===== src/rtl/irq_arb_pkg.sv =====
package irq_arb_pkg;
   localparam int SLOT_W    = 8;
   localparam int WORD_W    = 32;
   localparam int LANES     = WORD_W / SLOT_W;
   localparam int SPLIT_W   = 3;
endpackage


===== src/rtl/irq_prio_regs.sv =====
module irq_prio_regs
   import irq_arb_pkg::*;
#(
   parameter int N_SRC     = 8,
   parameter int PRIO_BITS = 4,
   parameter int NUM_WORDS = (N_SRC + LANES - 1) / LANES,
   parameter int AW        = $clog2(NUM_WORDS + 1)
) (
   input  logic                       clk,
   input  logic                       rst_n,
   input  logic                       wr_en_i,
   input  logic [AW-1:0]              wr_addr_i,
   input  logic [WORD_W-1:0]          wr_data_i,
   input  logic [AW-1:0]              rd_addr_i,
   output logic [WORD_W-1:0]          rd_data_o,
   output logic [N_SRC*PRIO_BITS-1:0] prio_flat_o,
   output logic [SPLIT_W-1:0]         split_o
);
   localparam int SPLIT_ADDR = NUM_WORDS;

   if (PRIO_BITS < 1 || PRIO_BITS > SLOT_W) begin : g_bad_bits
      $error("PRIO_BITS must lie in 1..8");
   end
   if (N_SRC < 1) begin : g_bad_src
      $error("N_SRC must be at least 1");
   end

   logic [PRIO_BITS-1:0] prio_q [N_SRC];
   logic [SPLIT_W-1:0]   split_q;
   logic                 unused_wr_bits;

   assign unused_wr_bits = ^wr_data_i;

   for (genvar s = 0; s < N_SRC; s++) begin : g_slot
      localparam int WORD = s / LANES;
      localparam int TOP  = (s % LANES) * SLOT_W + SLOT_W - 1;
      always_ff @(posedge clk or negedge rst_n) begin
         if (!rst_n) begin
            prio_q[s] <= '0;
         end else if (wr_en_i && wr_addr_i == AW'(WORD)) begin
            prio_q[s] <= wr_data_i[TOP -: PRIO_BITS];
         end
      end
      assign prio_flat_o[s*PRIO_BITS +: PRIO_BITS] = prio_q[s];
   end

   always_ff @(posedge clk or negedge rst_n) begin
      if (!rst_n) begin
         split_q <= '0;
      end else if (wr_en_i && wr_addr_i == AW'(SPLIT_ADDR)) begin
         split_q <= wr_data_i[SPLIT_W-1:0];
      end
   end
   assign split_o = split_q;

   always_comb begin
      rd_data_o = '0;
      if (rd_addr_i == AW'(SPLIT_ADDR)) begin
         rd_data_o[SPLIT_W-1:0] = split_q;
      end else begin
         for (int s = 0; s < N_SRC; s++) begin
            if (rd_addr_i == AW'(s / LANES)) begin
               rd_data_o[(s % LANES) * SLOT_W + SLOT_W - 1 -: PRIO_BITS] = prio_q[s];
            end
         end
      end
   end
endmodule


===== src/rtl/irq_prio_select.sv =====
module irq_prio_select #(
   parameter int N_SRC     = 8,
   parameter int PRIO_BITS = 4,
   parameter int IDXW      = (N_SRC > 1) ? $clog2(N_SRC) : 1
) (
   input  logic [N_SRC-1:0]           elig_i,
   input  logic [N_SRC*PRIO_BITS-1:0] prio_flat_i,
   output logic [N_SRC-1:0]           grant_o,
   output logic [IDXW-1:0]            idx_o,
   output logic                       valid_o,
   output logic [PRIO_BITS-1:0]       prio_o
);
   always_comb begin
      grant_o = '0;
      idx_o   = '0;
      valid_o = 1'b0;
      prio_o  = '1;
      for (int s = 0; s < N_SRC; s++) begin
         // strict less-than keeps the lower index on a full tie
         if (elig_i[s] && (!valid_o || prio_flat_i[s*PRIO_BITS +: PRIO_BITS] < prio_o)) begin
            valid_o = 1'b1;
            idx_o   = IDXW'(s);
            prio_o  = prio_flat_i[s*PRIO_BITS +: PRIO_BITS];
            grant_o = '0;
            grant_o[s] = 1'b1;
         end
      end
   end

   always_comb begin
      assert_grant_onehot_R5 : assert ($onehot0(grant_o) && (valid_o == (|grant_o)));
   end
endmodule


===== src/rtl/irq_prio_arbiter.sv =====
module irq_prio_arbiter
   import irq_arb_pkg::*;
#(
   parameter int N_SRC     = 8,
   parameter int PRIO_BITS = 4,
   parameter int NUM_WORDS = (N_SRC + LANES - 1) / LANES,
   parameter int AW        = $clog2(NUM_WORDS + 1),
   parameter int IDXW      = (N_SRC > 1) ? $clog2(N_SRC) : 1
) (
   input  logic                 clk,
   input  logic                 rst_n,
   input  logic                 wr_en_i,
   input  logic [AW-1:0]        wr_addr_i,
   input  logic [31:0]          wr_data_i,
   input  logic [AW-1:0]        rd_addr_i,
   output logic [31:0]          rd_data_o,
   input  logic [N_SRC-1:0]     pend_i,
   input  logic [N_SRC-1:0]     en_i,
   input  logic                 mask_all_i,
   input  logic                 act_valid_i,
   input  logic [PRIO_BITS-1:0] act_prio_i,
   output logic [IDXW-1:0]      win_idx_o,
   output logic                 win_valid_o,
   output logic                 preempt_o
);
   logic [N_SRC*PRIO_BITS-1:0] prio_flat;
   logic [SPLIT_W-1:0]         split;
   logic [N_SRC-1:0]           elig, grant;
   logic [IDXW-1:0]            sel_idx;
   logic                       sel_valid;
   logic [PRIO_BITS-1:0]       sel_prio;
   logic [SPLIT_W-1:0]         sub_bits;
   logic [PRIO_BITS-1:0]       win_grp, act_grp;
   logic                       pre_d;

   irq_prio_regs #(.N_SRC(N_SRC), .PRIO_BITS(PRIO_BITS), .NUM_WORDS(NUM_WORDS), .AW(AW)) u_regs (
      .clk(clk), .rst_n(rst_n),
      .wr_en_i(wr_en_i), .wr_addr_i(wr_addr_i), .wr_data_i(wr_data_i),
      .rd_addr_i(rd_addr_i), .rd_data_o(rd_data_o),
      .prio_flat_o(prio_flat), .split_o(split)
   );

   assign elig = mask_all_i ? '0 : (pend_i & en_i);

   irq_prio_select #(.N_SRC(N_SRC), .PRIO_BITS(PRIO_BITS), .IDXW(IDXW)) u_sel (
      .elig_i(elig), .prio_flat_i(prio_flat),
      .grant_o(grant), .idx_o(sel_idx), .valid_o(sel_valid), .prio_o(sel_prio)
   );

   // effective split saturates at the number of stored bits
   assign sub_bits = (32'(split) > PRIO_BITS) ? SPLIT_W'(PRIO_BITS) : split;
   assign win_grp  = sel_prio >> sub_bits;
   assign act_grp  = act_prio_i >> sub_bits;
   assign pre_d    = sel_valid && (!act_valid_i || win_grp < act_grp);

   always_ff @(posedge clk or negedge rst_n) begin
      if (!rst_n) begin
         win_idx_o   <= '0;
         win_valid_o <= 1'b0;
         preempt_o   <= 1'b0;
      end else begin
         win_idx_o   <= sel_valid ? sel_idx : '0;
         win_valid_o <= sel_valid;
         preempt_o   <= pre_d;
      end
   end

   assert_mask_blocks_R6 : assert property (@(posedge clk) disable iff (!rst_n)
      mask_all_i |=> (!win_valid_o && !preempt_o));
   assert_preempt_needs_win_R7 : assert property (@(posedge clk) disable iff (!rst_n)
      preempt_o |-> win_valid_o);
   assert_win_was_elig_R3 : assert property (@(posedge clk) disable iff (!rst_n)
      win_valid_o |-> ((($past(pend_i & en_i) >> win_idx_o) & N_SRC'(1)) != '0));
   assert_no_pre_without_elig_R3 : assert property (@(posedge clk) disable iff (!rst_n)
      ((pend_i & en_i) == '0) |=> (!win_valid_o && !preempt_o));
endmodule


===== config.mk =====
export PLATFORM = sky130hd
export DESIGN_NAME = irq_prio_arbiter
export DESIGN_NICKNAME = d
export VERILOG_FILES = /design/src/rtl/irq_arb_pkg.sv /design/src/rtl/irq_prio_regs.sv /design/src/rtl/irq_prio_select.sv /design/src/rtl/irq_prio_arbiter.sv
export SDC_FILE = /design/constraint.sdc
export NUM_CORES = 1
export LEC_CHECK = 0
export BUFFER_PORTS_ARGS = -buffer_cell sky130_fd_sc_hd__buf_2
export CELL_PAD_IN_SITES_DETAIL_PLACEMENT = 2
export CELL_PAD_IN_SITES_GLOBAL_PLACEMENT = 2
export CORE_MARGIN = 2
export CORE_UTILIZATION = 29
export CTS_BUF_LIST = sky130_fd_sc_hd__clkbuf_8
export DETAILED_ROUTE_END_ITERATION = 8
export PLACE_DENSITY = 0.85
export SETUP_SLACK_MARGIN = 0.3
export SLEW_MARGIN = 20
export SYNTH_ARGS = -nofsm -noshare
export SYNTH_HDL_FRONTEND = slang
export SYNTH_SLANG_ARGS = --single-unit

===== constraint.sdc =====
create_clock -name clk -period 12.09 [get_ports clk]
set_clock_uncertainty 0.05 [all_clocks]
set_input_delay 1.8135 -clock clk [delete_from_list [all_inputs] [get_ports clk]]
set_output_delay 1.8135 -clock clk [all_outputs]
set_load 0.05 [all_outputs]

==> impl_metrics.csv <==
group,metric,value,unit
power,power.share.sequential,27.6,%
routing,drc_errors,0,
power,vdd_drop_max,0.08368,mV
synthesis,synth.cells.most_frequent,"nor2_1 (48), dfrtp_1 (40), mux2_2 (36)",
place,place_congestion,0.8795,
hold_path,min_to,"u_regs.prio_flat_o[17]",
cts,worstSkewPairLatency,310,ps
routing,vias_per_cell,5.577,
synthesis,synth_top_area_share,27.20,%
critical_path,cpMostUsedCell,"a21oi_4",
run_status,violations,"negative setup slack",
critical_path,cp_max_fo,4,
final_layout,fillCellCount,1365,
final_layout,final_layout_size_suffix_gt1_share,54.55,%
critical_path,r2r_start,"u_regs.prio_flat_o[3]",
synthesis,ys.flop_type,"dfrtp_1",
floorplanning,chipWidth,116.6,µm
global_routing,grt_usage,26.83,%
critical_path,critPathRequiredTime,12260,ps
hold_path,holdCritPathClass,"reg -> reg",
hold_path,hold_path_depth,1,
synthesis,synthMostInstantiatedCell,"nor2_1",
sta,rsz0062_at_grt,"true",
cts,cts_tree,"done",
sta,hold_viol,0,
final_layout,finalNonFillerCells,766,
global_routing,use_met2,50.47,%
sta,fin_setup_tns,-7596,ps
place,dpl_cell_area,0.004700,mm²
sta,fmax,0.07107,GHz
power,combPwrFrac,56.0,%
critical_path,critPathArrivalTime,14240,ps
cts,cts_max_level,2,
sta,finalCritPeriodShare,116.4,%
synthesis,async_flop_share,100.0,%
place,pre_cts_ws,-2069,ps
global_routing,met3_usage,5.189,%
routing,drt-total-wl,21960,µm
power,p_switching,0.3731,mW
routing,drt-initial-drc-count,225,
sta,fin_crit,14070,ps
global_routing,met1_usage,28.59,%
synthesis,synth_area_leader_cell,"dfrtp_1",
floorplanning,die_h,116.6,µm
floorplanning,start_util,29.40,%
routing,final_antenna_net_count,0,
synthesis,ys_seq_elements,40,
place,dp_hpwl,11980,µm
final_layout,syn_to_final_growth,53.21,%
global_routing,grt_max_degree,41,
critical_path,worst_setup_path_start_kind,"input port",
cts,clk_pin_slew,100,ps
floorplanning,rows,41,
global_routing,busiest_layer,"met2",
power,p_sw_share,47.11,%
critical_path,critPathKind,"in -> reg",
critical_path,critPathMaxStageDelay,490,ps
synthesis,synth_area_per_cell,8.997,µm²
cts,cts.sinks,40,
synthesis,syn_area,0.003680,mm²
final_layout,final_area,0.005638,mm²
critical_path,reg2reg_to,"preempt_o",
hold_path,hold_start,"u_regs.prio_flat_o[17]",
critical_path,r2r_slack,-550,ps
sta,relSlewSlack,30.24,%
routing,route.vias.total,4272,
critical_path,ff2ff_path_depth,64,
power,leakage,2.602,nW
synthesis,synthTopCellsByArea,"dfrtp_1 (27%), mux2_2 (11%), mux2i_1 (7.1%)",
sta,report.final.slew_viol_count,0,
place,dp.cells,698,
power,p_total,0.7920,mW
job,max_cap_violations,0,
synthesis,yosysSeqAreaShare,27.20,%
power,intPower,0.4189,mW
routing,dr.pass1.iters,4,
global_routing,grt-ovfl-total,0,
synthesis,synth_cell_types,74,
power,power_density,140.5,mW/mm²
sta,worst_pin_slew,1046,ps
floorplanning,ioPinCount,98,
place,portBuffers,71,
synthesis,ys_warn_count,0,
sta,setup_viol,4,
critical_path,endpoint_kind,"flip-flop",
critical_path,slowest_stage,"or4b_4",
global_routing,grt_antenna_before_repair,0,
global_routing,grt_pass1_wl,26930,µm
run_status,status,"finished, violations left",
sta,setup_ws,-1980,ps
cts,clock_path_buffers,2,
synthesis,synth_edf_count,0,
routing,wire_per_inst,28.67,µm
cts,postCtsHoldBufs,0,
global_routing,grt_pass1_vias,4524,
floorplanning,fp.dieArea,0.01361,mm²
cts,cts_buffers,5,
final_layout,diodes,0,
final_layout,fin_nets,670,
cts,clock-root-buffer,"clkbuf_8",
floorplanning,core,0.01252,mm²
synthesis,synthCells,409,
power,clkPwrFrac,16.4,%
[layout by cell type (no fill, tap or decap), types with 5 or more instances in the layout]
cell type  count
nand2_1       23
nand3_1        8
conb_1        13
nand2b_1       7
ha_1           6
buf_4        105
ha_4           5
and2_1         6
nor2_1        39
dfrtp_1       40
buf_6         18
a21oi_1        8
inv_1         19
buf_2         70
mux2_4         7
mux2_2        34
nor2b_1        5
ha_2           5
mux2i_1       23
o21ai_0       14
clkbuf_8       6
o21a_1         6
o211ai_1       5
nor2_4         5
nand3b_1       5
[critical path: cells and delay by family]
kind	cells	cell delay [ps]
compound gates	26	5580
simple gates	20	3080
fa+ha+maj	8	1800
buf+inv	8	990
mux	4	970
[kinds of logic (layout without fill, tap and decap cells)]
group	Yosys count	after routing	share of synthesized area [%]
mux	69	69	20.81
fa+ha+maj	19	19	6.290
compound gates	95	95	20.37
other cells	1	13	0.1019
buf+inv	49	222	6.800
simple gates	134	134	17.95
flops	40	40	27.20
xor+xnor	2	2	0.4761
[stage by stage]
stage | util (%) | hold WS, ps
after floorplan | - | 451.9
after global placement | 37.55 | 469.8
after detailed placement | 37.55 | 493.8
after CTS | 41.35 | 514.9
after global routing | 45.04 | 545.7
final | 45.04 | 510.1
[sequential cells by signal, indices dropped and copies added, names as in the netlist]
name,flops
win_valid_o,1
preempt_o,1
u_regs.split_o,3
u_regs.prio_flat_o,32
win_idx_o,3
[how the worst max path moves through the flow]
stage	start	to	slack [ps]	cells past startpoint
after detailed placement	mask_all_i	preempt_o	-2070	60
after floorplan	mask_all_i	preempt_o	-440	61
after global routing	mask_all_i	preempt_o	-2250	64
after CTS	mask_all_i	preempt_o	-1040	63
after global placement	mask_all_i	preempt_o	-1170	61
final	mask_all_i	preempt_o	-1980	66
[layout make-up]
class / count / area, µm² / share of cell area [%]
multi-input cells: 332 / 2880 / 51.09
repair buffers: 193 / 1341 / 23.79
well taps: 172 / 215.2 / 3.817
clock buffers: 6 / 82.58 / 1.465
clock inverters: 2 / 38.79 / 0.6880
flip-flops and latches: 40 / 1001 / 17.75
inverters: 21 / 78.83 / 1.398
[power by group through the flow]
stage	clock, mW	combinational, mW	sequential [mW]
2_1_floorplan	0	0.210	0.198
3_3_place_gp	0	0.297	0.204
3_5_place_dp	0	0.320	0.210
4_1_cts	0.127	0.357	0.209
5_1_grt	0.134	0.462	0.220
6_report	0.130	0.444	0.219
[routing by layer]
layer  vias up  wire [µm]
met5         -          0
met4         0       1520
met3       102       1248
met2       198      11630
met1      2139       7562
li1       1833          -
[what timing repair did]
action | CTS | global route
buffers inserted | 29 | 31
cloned | 0 | 0
endpoints found under the setup margin | 4 | 4
resized for setup | 36 | 50
pin swaps | 32 | 40
No activity file was read; power rests on OpenSTA's default activity.
